File: src/rtl/srate_pkg.sv
package srate_pkg;
  localparam int unsigned RATE_W = 32;
  localparam int unsigned WORD_W = 12;
  localparam int unsigned MANT_W = WORD_W - 3;

  localparam logic [RATE_W-1:0] REF_HZ     = 32'd28224000;
  localparam logic [RATE_W-1:0] REF_HZ_X2  = 32'd56448000;
  localparam logic [RATE_W-1:0] MIN_HZ     = 32'd6900;
  localparam logic [RATE_W-1:0] MAX_HZ     = 32'd219000;

  typedef enum logic [1:0] {
    S_IDLE  = 2'd0,
    S_PASS1 = 2'd1,
    S_PASS2 = 2'd2
  } enc_state_t;
endpackage

File: src/rtl/srate_rdiv.sv
module srate_rdiv #(
  parameter int unsigned W = 32
) (
  input  logic         clk,
  input  logic         rst_n,
  input  logic         start_i,
  input  logic [W-1:0] dividend_i,
  input  logic [W-1:0] divisor_i,
  output logic         done_o,
  output logic [W-1:0] quot_o
);
  localparam int unsigned CNT_W = $clog2(W + 1);

  logic [W-1:0]     rem_q, quo_q, dsr_q;
  logic [CNT_W-1:0] cnt_q;
  logic [W:0]       shifted, diff;
  logic [W-1:0]     rem_nxt, quo_nxt;

  always_comb begin
    shifted = {rem_q, quo_q[W-1]};
    diff    = shifted - {1'b0, dsr_q};
    if (!diff[W]) begin
      rem_nxt = diff[W-1:0];
      quo_nxt = {quo_q[W-2:0], 1'b1};
    end else begin
      rem_nxt = shifted[W-1:0];
      quo_nxt = {quo_q[W-2:0], 1'b0};
    end
  end

  always_ff @(posedge clk or negedge rst_n) begin
    if (!rst_n) begin
      rem_q  <= '0;
      quo_q  <= '0;
      dsr_q  <= '0;
      cnt_q  <= '0;
      done_o <= 1'b0;
    end else begin
      done_o <= 1'b0;
      if (start_i) begin
        rem_q <= '0;
        quo_q <= dividend_i;
        dsr_q <= divisor_i;
        cnt_q <= CNT_W'(W);
      end else if (cnt_q != '0) begin
        rem_q <= rem_nxt;
        quo_q <= quo_nxt;
        cnt_q <= cnt_q - 1'b1;
        if (cnt_q == CNT_W'(1)) done_o <= 1'b1;
      end
    end
  end

  assign quot_o = quo_q;

  // the controller never restarts a division in flight
  a_r10_no_restart: assert property (@(posedge clk) disable iff (!rst_n)
    start_i |-> (cnt_q == '0));

  // completion strobe lasts one cycle
  a_r10_div_done_pulse: assert property (@(posedge clk) disable iff (!rst_n)
    done_o |=> !done_o);
endmodule

File: src/rtl/srate_word_enc.sv
module srate_word_enc
  import srate_pkg::*;
(
  input  logic [RATE_W-1:0] d_i,
  output logic [WORD_W-1:0] word_o,
  output logic [RATE_W-1:0] d_kept_o
);
  always_comb begin
    if (d_i < 32'h100) begin
      word_o   = {3'b110, d_i[MANT_W-1:0]};
      d_kept_o = d_i;
    end else if (d_i < 32'h200) begin
      word_o   = {3'b100, d_i[MANT_W-1:0]};
      d_kept_o = d_i;
    end else if (d_i < 32'h400) begin
      word_o   = {3'b000, d_i[MANT_W-1:0]};
      d_kept_o = d_i;
    end else if (d_i < 32'h800) begin
      word_o   = {3'b001, d_i[MANT_W:1]};
      d_kept_o = d_i & ~32'h1;
    end else begin
      word_o   = {3'b010, d_i[MANT_W+1:2]};
      d_kept_o = d_i & ~32'h3;
    end
  end

  // truncation never raises the divider
  always_comb begin
    a_r7_kept_le: assert (d_kept_o <= d_i);
  end
endmodule

File: src/rtl/srate_div_encoder.sv
module srate_div_encoder
  import srate_pkg::*;
(
  input  logic              clk,
  input  logic              rst_n,
  input  logic              req_valid,
  output logic              req_ready,
  input  logic [RATE_W-1:0] req_rate,
  output logic              res_valid,
  output logic              res_err,
  output logic [7:0]        res_word_hi,
  output logic [7:0]        res_word_lo,
  output logic [RATE_W-1:0] res_rate
);
  enc_state_t        state_q;
  logic [WORD_W-1:0] word_q;
  logic              bad_rate, div_start, div_done;
  logic [RATE_W-1:0] div_dividend, div_divisor, div_quo;
  logic [RATE_W-1:0] d_raw, d_kept;
  logic [WORD_W-1:0] enc_word;

  assign req_ready = (state_q == S_IDLE);
  assign bad_rate  = (req_rate < MIN_HZ) || (req_rate > MAX_HZ);
  assign d_raw     = (div_quo - 32'd1) >> 1;

  always_comb begin
    div_start = 1'b0;
    if (state_q == S_IDLE && req_valid && !bad_rate) div_start = 1'b1;
    if (state_q == S_PASS1 && div_done)             div_start = 1'b1;
    if (state_q == S_IDLE) begin
      div_dividend = REF_HZ_X2;
      div_divisor  = req_rate;
    end else begin
      div_dividend = REF_HZ;
      div_divisor  = d_kept + 32'd1;
    end
  end

  srate_rdiv #(.W(RATE_W)) u_div (
    .clk        (clk),
    .rst_n      (rst_n),
    .start_i    (div_start),
    .dividend_i (div_dividend),
    .divisor_i  (div_divisor),
    .done_o     (div_done),
    .quot_o     (div_quo)
  );

  srate_word_enc u_enc (
    .d_i      (d_raw),
    .word_o   (enc_word),
    .d_kept_o (d_kept)
  );

  always_ff @(posedge clk or negedge rst_n) begin
    if (!rst_n) begin
      state_q   <= S_IDLE;
      word_q    <= '0;
      res_rate  <= '0;
      res_err   <= 1'b0;
      res_valid <= 1'b0;
    end else begin
      res_valid <= 1'b0;
      unique case (state_q)
        S_IDLE: if (req_valid) begin
          if (bad_rate) begin
            res_valid <= 1'b1;
            res_err   <= 1'b1;
            word_q    <= '0;
            res_rate  <= '0;
          end else begin
            res_err <= 1'b0;
            state_q <= S_PASS1;
          end
        end
        S_PASS1: if (div_done) begin
          word_q  <= enc_word;
          state_q <= S_PASS2;
        end
        S_PASS2: if (div_done) begin
          res_rate  <= div_quo;
          res_valid <= 1'b1;
          state_q   <= S_IDLE;
        end
        default: state_q <= S_IDLE;
      endcase
    end
  end

  assign res_word_hi = {{(16 - WORD_W){1'b0}}, word_q[WORD_W-1:8]};
  assign res_word_lo = word_q[7:0];

  // result strobe is a single cycle
  a_r10_done_pulse: assert property (@(posedge clk) disable iff (!rst_n)
    res_valid |=> !res_valid);

  // a rejection carries zeroed results
  a_r1_err_zero: assert property (@(posedge clk) disable iff (!rst_n)
    (res_valid && res_err) |-> (res_rate == '0 && word_q == '0));

  // an accepted result lands near the legal band
  a_r8_rate_band: assert property (@(posedge clk) disable iff (!rst_n)
    (res_valid && !res_err) |-> (res_rate >= 32'd6000 && res_rate <= 32'd230000));

  // results stay put while idle without a request
  a_r12_hold: assert property (@(posedge clk) disable iff (!rst_n)
    (state_q == S_IDLE && !req_valid) |=> ($stable(res_rate) && $stable(word_q) && $stable(res_err)));
endmodule

File: config.mk
export PLATFORM = sky130hd
export DESIGN_NAME = srate_div_encoder
export DESIGN_NICKNAME = d
export VERILOG_FILES = /design/src/rtl/srate_pkg.sv /design/src/rtl/srate_rdiv.sv /design/src/rtl/srate_word_enc.sv /design/src/rtl/srate_div_encoder.sv
export SDC_FILE = /design/constraint.sdc
export NUM_CORES = 1
export LEC_CHECK = 0
export ABC_AREA = 0
export CORE_MARGIN = 2
export CORE_UTILIZATION = 59
export CTS_CLUSTER_SIZE = 8
export DETAILED_ROUTE_END_ITERATION = 12
export DONT_BUFFER_PORTS = 1
export PLACE_DENSITY = 0.78
export SYNTH_ARGS = -nofsm -noshare
export SYNTH_HDL_FRONTEND = slang
export SYNTH_HIERARCHICAL = 1
export SYNTH_SLANG_ARGS = --single-unit
File: constraint.sdc
create_clock -name clk -period 4.54 [get_ports clk]
set_input_delay 0 -clock clk [delete_from_list [all_inputs] [get_ports clk]]
set_output_delay 0 -clock clk [all_outputs]
set_load 0.005 [all_outputs]
**Word-level counts from Yosys, hierarchy flattened**

Cells that the tools add are included.

- Memories kept: 0
- Flip-flop bits (word level): 151
- Logic and storage cells: 82
- ROM bits: 0
- Memory bits (writable): 0
- Bits in latches: 0

- Add/sub/neg operators: 4
- Divide/modulo/power cells: 0
- Magnitude comparators: 6
- Eq/ne operators: 8
- Reductions and logical operators: 14
- Shift-type cells: 0
- Muxes and demuxes: 40
- Multiply operators: 0
- Bitwise logic cells: 0

Operators with widths:

| cell | number |
|---|---|
| $mux 32 | 9 |
| $pmux 32 s2 | 1 |
| $mux 12 | 5 |
| $sub 33x32->33 | 1 |
| $add 31x1->32 const B | 1 |
| $gt 32x18->1 const B | 1 |
| $lt 32x13->1 const B | 1 |
| $sub 32x1->32 const B | 1 |
| $lt 31x10->1 const B | 1 |
| $lt 31x11->1 const B | 1 |
| $lt 31x12->1 const B | 1 |
| $lt 31x9->1 const B | 1 |
| $mux 26 | 1 |
| $pmux 12 s2 | 1 |
| $mux 11 | 2 |
| $mux 2 | 8 |
| $mux 6 | 2 |
| $reduce_and 4->1 | 3 |
| $mux 1 | 9 |
| $eq 6x1->1 const B | 1 |
| $ne 2x1->1 const B | 3 |
| $pmux 2 s3 | 1 |
| $reduce_bool 2->1 | 3 |
| $reduce_bool 6->1 | 1 |
| 10 further kinds | 13 |

**Depth between registers and ports, before layout**

Gate-level depths: netlist of run 1.

- Depth after elaboration: 8
- Gate-level depth with buffers: 20
- Mapped depth without buffers: 18

**By module**

The synthesis of run 1 kept the hierarchy.

Modules (own cells, without submodules):

| module | sequential area each (µm²) | instances | area each (µm²) | cells an instance |
|---|---|---|---|---|
| srate_rdiv | 2577.5 | 1 | 6404.9 | 702 |
| srate_div_encoder | 1201.2 | 1 | 3539.6 | 465 |
| srate_word_enc | 0.0 | 1 | 541.8 | 75 |

**Worst setup path before layout of run 1**

Ideal clock, no wire load.

- Path type: register to register
- Start point: register u_div.quo_q[14], in the netlist u_div/quot_o[14]
- End point: register u_div.dsr_q[31]
- Setup slack: -0.025 ns
- Stages on the path, launching flop included: 19
- Data required time: 4.457 ns
- Arrival time: 4.483 ns
- Library setup time: 0.083 ns
- Buffers on the path: 2
- Clock period less this slack: 4.565 ns
- Cell sequence: dfrtp_1 or4_4 or4_4 or4_4 buf_6 nor2_1 xor2_1 or4_4 nor3_4 and2_2 and3b_1 nand2_1 nor4_1 clkbuf_1 nand4_1 xor2_1 o21ai_0 nand2_1 o21ai_0

- Elaborated cells between the ends (all ways): 11
- Those cells by class: add/sub (2); order compare (4); mux (5)

RTL lines:

| item | line | RTL |
|---|---|---|
| start, declared | srate_rdiv.sv:14 | `logic [W-1:0] rem_q, quo_q, dsr_q;` |
| start signal, assigned | srate_rdiv.sv:42 | `quo_q <= dividend_i;` |
| start signal, assigned | srate_rdiv.sv:47 | `quo_q <= quo_nxt;` |
| $sub 32x1->32 * | srate_div_encoder.sv:24 | `assign d_raw = (div_quo - 32'd1) >> 1;` |
| net d_raw[27] | srate_div_encoder.sv:19 | `logic [RATE_W-1:0] d_raw, d_kept;` |
| $lt 31x11->1 | srate_word_enc.sv:15 | `end else if (d_i < 32'h400) begin` |
| $mux 2 | srate_word_enc.sv:15 |  |
| $mux 2 | srate_word_enc.sv:12 | `end else if (d_i < 32'h200) begin` |
| $mux 2 * | srate_word_enc.sv:9 | `if (d_i < 32'h100) begin` |
| net d_kept[0] | srate_div_encoder.sv:19 |  |
| $add 31x1->32 * | srate_div_encoder.sv:35 | `div_divisor = d_kept + 32'd1;` |
| $mux 32 * | srate_div_encoder.sv:30 | `if (state_q == S_IDLE) begin` |
| net div_divisor[31] | srate_div_encoder.sv:18 | `logic [RATE_W-1:0] div_dividend, div_divisor, div_quo;` |
| end signal, assigned | srate_rdiv.sv:43 | `dsr_q <= divisor_i;` |
| end, declared | srate_rdiv.sv:14 |  |

Mark *: on every way through the listed nets, which the timed path passes. The rest lies on a longest branch.
A chain may end at the register's enable or synchronous reset.

**Final worst setup path of run 1**

- Start point: register u_div.quo_q[15], in the netlist u_div/quot_o[15]
- End point: register u_div.dsr_q[31]

The elaborated chain is that of the path after synthesis.

==> results of run 1 <==
power groups by stage:
stage	Sequential (W)	Combinational (W)	Clock, W
floorplan	0.00186	0.00455	0
finish	0.00193	0.00553	0.00139
global route	0.00196	0.00605	0.00146
CTS	0.00192	0.00540	0.00140
global placement	0.00193	0.00518	0
detailed placement	0.00194	0.00530	0
cells in the mapped netlist, drive strengths merged (34+ instances only):
| library cell | number | area (um^2) |
|---|---|---|
| nand2 | 201 | 754 |
| dfrtp | 151 | 3780 |
| o21ai | 109 | 546 |
| a21oi | 87 | 439 |
| nor2 | 75 | 282 |
| mux2i | 69 | 691 |
| buf | 52 | 372 |
| clkbuf | 51 | 193 |
| inv | 50 | 188 |
| xor2 | 48 | 420 |
| xnor2 | 42 | 368 |
| ha | 37 | 463 |
| a211oi | 34 | 260 |
flip-flops by register name (all words and copies together), names as in the netlist:
name,flops
res_err,1
res_rate,32
res_valid,1
state_q,2
u_div/cnt_q,6
u_div/done_o,1
u_div/dsr_q,32
u_div/quot_o,32
u_div/rem_q,32
word_q,12
logic make-up after synthesis:
family	synth area share (%)
other	0.0716
adder cells (fa/ha/maj)	4.61
XOR/XNOR	7.52
AO/OA/AOI/OAI	18.2
AND/OR/NAND/NOR	19.4
buffers and inverters	7.17
multiplexers	7.02
flip-flops	36.0
routing by layer:
layer	GRT usage, %	routed length, um	part of all wire, %	up-vias
met5	0	0	0	-
met2	45.9	12600	48	316
met3	5.26	1480	5.6	66
met4	10.8	838	3.2	0
met1	36.9	11400	43	4272
li1	-	-	-	4372
through the flow:
| step | total power [W] | setup slack, ns |
|---|---|---|
| 2_1_floorplan | 0.00641 | 0.00449 |
| 3_3_place_gp | 0.00711 | 0.138 |
| 3_5_place_dp | 0.00723 | 0.0341 |
| 4_1_cts | 0.00872 | -0.00421 |
| 5_1_grt | 0.00947 | -0.157 |
| 6_report | 0.00885 | 0.0137 |
worst reg2reg max path: cells and delay by family (launching register included):
| family | cells | cell delay, ns |
|---|---|---|
| XOR/XNOR | 2 | 0.31 |
| flip-flops | 1 | 0.38 |
| AO/OA/AOI/OAI | 2 | 0.22 |
| AND/OR/NAND/NOR | 12 | 3.14 |
| buffers and inverters | 2 | 0.42 |
repair_timing:
item                                   CTS  global route
setup endpoints to repair                4            26
endpoints found under the hold margin  185             0
pin swaps                                0            13
cloned                                   0             1
gates resized for setup                  1            40
hold buffers                            35             0
setup buffers                            0            10
cell type report:
cell class                      instances  area (um^2)  share of cell area [%]
Clock inverter                         15          148                    1.25
Sequential cell                       151         3780                    32.0
Inverter                               50          188                    1.59
Tap cell                              225          282                    2.39
Timing Repair Buffer                   82          754                    6.39
Clock buffer                           17          425                    3.60
Multi-Input combinational cell        960         6230                    52.8
worst max-delay path by stage:
| stage | end | cells past startpoint | slack (ns) | start |
|---|---|---|---|---|
| after floorplan | u_div/dsr_q[18] | 18 | 0.004 | u_div/quot_o[14] |
| after global placement | u_div/dsr_q[20] | 17 | 0.14 | u_div/quot_o[14] |
| after detailed placement | u_div/dsr_q[18] | 16 | 0.03 | u_div/quot_o[14] |
| after CTS | u_div/dsr_q[30] | 16 | -0.004 | u_div/quot_o[14] |
| after global routing | u_div/dsr_q[21] | 18 | -0.16 | u_div/quot_o[15] |
| final | u_div/dsr_q[31] | 18 | 0.01 | u_div/quot_o[15] |
==> impl_metrics.ini, run 1 <==
[power_and_ir_drop]
ir_worst_vdd_uv = 618
clkPwrFrac_pct = 15.7
power.leakage_nw = 5.27
intPower_w = 0.00484
power_density_nw_per_um2 = 750
switchingPower_w = 0.00401
p_comb_share_pct = 62.5
swShare_pct = 45.4
seq_power_share_pct = 21.8

[floorplanning]
pin_count = 86
start_util_pct = 60.4
core.rowCount = 48
core_area_um2 = 17400
die_w_um = 137
die-area_um2 = 18900
die_y_um = 137

[clock_tree]
clk_latency_ns = 0.43
numCtsBuffers = 17
path_clk_slew_ns = 0.07
cts.root.buffer_cell = clkbuf_16
cts_tree = done
h-tree-depth = 4
ctsLongestPathBuffers = 2
cts.sinks = 151

[final_layout]
final_cells = 1500
stdcell_area_um2 = 11800
area_growth_pct = 12.6
final_cell_mix = 197 x nand2_1, 151 x dfrtp_1, 100 x o21ai_0
fill_cells = 1290
finish.utilization_pct = 68.0
nets = 1335
final_common_cell = nand2_1
post_route_cells_drive_above_1_share_pct = 10.3
num_antenna_cells = 0

[job]
cap_violations = 0

[critical_path]
critPathBufInv = 2
crit_path_frequent_cell = or4_4
timing.critical_path.fanout_max = 5
ff2ff_setup_slack_ns = 0.01
endpoint_kind = flip-flop
r2r-end = u_div/dsr_q[31]
cp.arrival_ns = 4.87
worstReg2RegStart = u_div/quot_o[15]
rr_worst_depth = 18
crit_path_start_kind = flip-flop
path_cells = or4_4, or4_4, nor4_4, buf_4, nand2b_4, xnor2_4, or4_4, nor3_4, and2_4, and3b_2, nand2_4, nor4_4, buf_2, nand4_1, xor2_1, o21ai_0, nand2_1, o21ai_0
worst_ep_required_time_ns = 4.88
slowest_stage = or4_4
cpLargestDelayFamily = simple AND/OR/NAND/NOR gates
max_stage_delay_ns = 0.60
path_class = flip-flop to flip-flop

[placement]
hpwl_um = 17400
port_buffers = 0
place_congestion = 0.946
dpl_cell_area_um2 = 10600
dp.cells = 1422

[yosys]
synth-edff-count = 0
netlist_area_um2 = 10500
yosysWarnings = 6
synth_flop_cell = dfrtp_1
syn_area_per_cell_um2 = 8.44
synthArstFlopShare_pct = 100
netlist_instances = 1242
synth_cell_types = 74
synth_seq_cells = 151
yosysSeqAreaShare_pct = 36.0

[timing]
finalSetupViolCount = 0
relSlewSlack_pct = 24.9
hold_viol_final = 0
tns_ns = 0
period_minus_slack_ns = 4.53
clock_skew_ns = 0.0118
max_freq_mhz = 221
rsz0062_at_grt = true
drv_slew = 0
timing.final.crit_share_pct = 99.7
worstMarginPinSlew_ns = 1.12
hold_ws_ns = 0.186

[drt]
routed_wl_um = 26300
ant_nets = 0
drtIter0Drc = 732
vias_per_cell = 6.02
drc_errors = 0
vias = 9026
dr.pass1.iters = 6
routedWlPerCell_um = 17.5

[global_route]
grt_overflow_total = 0
grt_max_degree = 152
grt_usage_pct = 28.0
grt_pass1_wl_um = 41600
antenna_found_initial = 0
grt_pass1_vias = 8353

[hold_path]
hold-path-cell-count = 5
hold_end = state_q[0]
hp-class = input port to flip-flop
min_from = req_rate[6]

[status]
outcome = finished clean
Note: power is estimated with default switching activity, not from simulation.
==> run 2: changes to the inputs <==
--- a/config.mk
+++ b/config.mk
@@ -5,13 +5,15 @@
 export SDC_FILE = /design/constraint.sdc
 export NUM_CORES = 1
 export LEC_CHECK = 0
-export ABC_AREA = 0
+export ABC_AREA = 1
+export ABC_CLOCK_PERIOD_IN_PS = 4540
 export CORE_MARGIN = 2
 export CORE_UTILIZATION = 59
 export CTS_CLUSTER_SIZE = 8
 export DETAILED_ROUTE_END_ITERATION = 12
 export DONT_BUFFER_PORTS = 1
 export PLACE_DENSITY = 0.78
+export RECOVER_POWER = 50
 export SYNTH_ARGS = -nofsm -noshare
 export SYNTH_HDL_FRONTEND = slang
 export SYNTH_HIERARCHICAL = 1
==> run 2 against run 1 <==
Net effect:
- wire length rose by 38%
- global-route usage increased by 5.9 points
- die area is 14% higher
- total power fell by 13%
- critical path depth grew 5
- clock-buffer cell count did not move
- final cell count rose by 44%
- clock power up 7%
- clock skew up 0.0087 ns
- sequential power about the same
==> impl_metrics.ini, run 2 <==
[global_route]
grt_pass1_wl_um = 57500
grt_max_degree = 152
antenna_found_initial = 0
grt_pass1_vias = 11435
grt_usage_pct = 33.9
grt_overflow_total = 0

[power_and_ir_drop]
ir_worst_vdd_uv = 377
power_w = 0.00771
power.leakage_nw = 6.83
power_density_nw_per_um2 = 592

[final_layout]
post_route_cells_drive_above_1_share_pct = 5.70
multi_input_comb_area_um2 = 6710
nets = 1955
num_antenna_cells = 0
regArea_um2 = 3780
final_cell_mix = 745 x nand2_1, 284 x inv_1, 151 x dfrtp_1
final_common_cell = nand2_1
fill_cells = 1856
area_growth_pct = 8.82

[hold_path]
hp-class = input port to flip-flop

[floorplanning]
core_area_um2 = 20000
die_y_um = 146
core.rowCount = 52
die_w_um = 146
pin_count = 86
start_util_pct = 59.7
die-area_um2 = 21400

[timing]
hold_ws_ns = 0.0493
clock_skew_ns = 0.0205
timing.final.crit_share_pct = 91.3
max_freq_mhz = 241
worstMarginPinSlew_ns = 1.02
relSlewSlack_pct = 31.7
drv_slew = 0
tns_ns = 0
period_minus_slack_ns = 4.14
finalSetupViolCount = 0
hold_viol_final = 0
rsz0062_at_grt = false

[critical_path]
timing.critical_path.fanout_max = 12
path_class = flip-flop to flip-flop
endpoint_kind = flip-flop
worst_ep_required_time_ns = 4.88
cp.arrival_ns = 4.48
crit_path_start_kind = flip-flop

[clock_tree]
path_clk_slew_ns = 0.08
numCtsBuffers = 17
cts_tree = done
ctsLongestPathBuffers = 2
cts.root.buffer_cell = clkbuf_16
h-tree-depth = 4
cts.sinks = 151
clk_latency_ns = 0.43

[yosys]
yosysTopAreaCell = dfrtp_1
synth_flop_cell = dfrtp_1
synthArstFlopShare_pct = 100
synth_top_cell_area_share_pct = 31.6
yosysWarnings = 6
netlist_instances = 1874
netlist_area_um2 = 12000
synth_seq_cells = 151
ys_top_cells_by_count = 746 x nand2_1, 284 x inv_1, 151 x dfrtp_1
synth_cell_types = 51
synthTopCellsByArea = dfrtp_1 32%, nand2_1 23%, inv_1 8.9%
yosysSeqAreaShare_pct = 31.6
syn_area_per_cell_um2 = 6.38
synth-edff-count = 0
yosysMostFrequentCell = nand2_1

[drt]
drtIter0Drc = 1028
ant_nets = 0
vias = 11853
dr.pass1.iters = 9
routed_wl_um = 36200
routedWlPerCell_um = 16.7
vias_per_cell = 5.47
drc_errors = 0

[status]
outcome = finished clean

[placement]
port_buffers = 0
hpwl_um = 26100
place_congestion = 0.985

[job]
cap_violations = 0
## run 2: cell types whose count changed after synthesis, sizes merged, moves of 34 or more
cell / change
a211oi: -34
a21oi: -67
inv: +236
mux2i: -69
nand2: +561
nand3: +95
nor2: +77
## run 2: what timing repair did
item,4_1_cts,5_1_grt
resized for setup,0,4
buffers inserted,0,1
endpoints found under the hold margin,185,0
hold buffers,35,0
setup endpoints to repair,0,15
## run 2: worst paths after layout
path	cells after the start	to	startpoint	slack [ns]
max	23	u_div/dsr_q[11]	u_div/quot_o[0]	0.40
min	7	state_q[0]	req_rate[31]	0.05
max reg2reg	23	u_div/dsr_q[11]	u_div/quot_o[0]	0.40
min reg2reg	2	res_rate[31]	res_rate[31]	0.50
max in group asynchronous	2	u_div/cnt_q[4]	rst_n	3.59
min in group asynchronous	2	u_div/rem_q[16]	rst_n	0.24
## run 2: cell type report
| cell class | count | share of cell area, % |
|---|---|---|
| multi-input cells | 1375 | 51.6 |
| flip-flops and latches | 151 | 29.0 |
| inverters | 287 | 8.28 |
| repair buffers | 50 | 3.69 |
| clock buffers | 17 | 3.27 |
| well taps | 270 | 2.60 |
| clock inverters | 15 | 1.57 |
## run 2: where the power goes
part,internal (W),total [W],switching (W)
clock network,0.000756,0.00149,0.000735
logic,0.00141,0.00426,0.00285
registers,0.00167,0.00196,0.000287
## run 2: cell families after synthesis
group           Yosys count  synth area share, %
simple gates           1110                 39.5
buf+inv                 370                 13.3
flops                   151                 31.6
compound gates          142                 7.07
xor+xnor                 61                 4.47
fa+ha+maj                38                 4.04
other cells               2               0.0628
## run 2: worst max-delay path, stage by stage, from the launching register on
cell     delay, ns
dfrtp_1       0.41
inv_1         0.09
ha_1          0.16
inv_1         0.07
nor3_1        0.18
nand3_1       0.11
nor2_1        0.19
nand2_1       0.13
nor2_2        0.15
xor2_1        0.18
nor2_1        0.23
nand2_1       0.14
nor2_4        0.17
nand3_4       0.16
nor2_1        0.18
nand3_1       0.17
nor2_2        0.22
nand4_1       0.19
nor2_1        0.25
xor2_1        0.20
nand2_1       0.12
o21ai_0       0.15
nand2_1       0.09
o21ai_0       0.11
## run 2: routing by layer
layer / track usage [%] / vias to the layer above / wire, um
met4: 19.6 / 0 / 2200
met5: 0 / - / 0
met3: 5.38 / 166 / 2300
li1: - / 5759 / -
met1: 41.4 / 5435 / 14500
met2: 57.3 / 493 / 17200
## run 2: through the flow
| stage | cells | area, um^2 | setup WS [ns] | utilization [%] |
|---|---|---|---|---|
| after global placement | 2097 | 12000 | 0.523 | 59.8 |
| final | 2165 | 13000 | 0.396 | 64.9 |
| after detailed placement | 2097 | 12000 | 0.368 | 59.8 |
| after global routing | 2165 | 13000 | 0.00916 | 64.9 |
| after CTS | 2164 | 13000 | 0.300 | 64.8 |
| after floorplan | 1896 | 12000 | 1.10 | - |
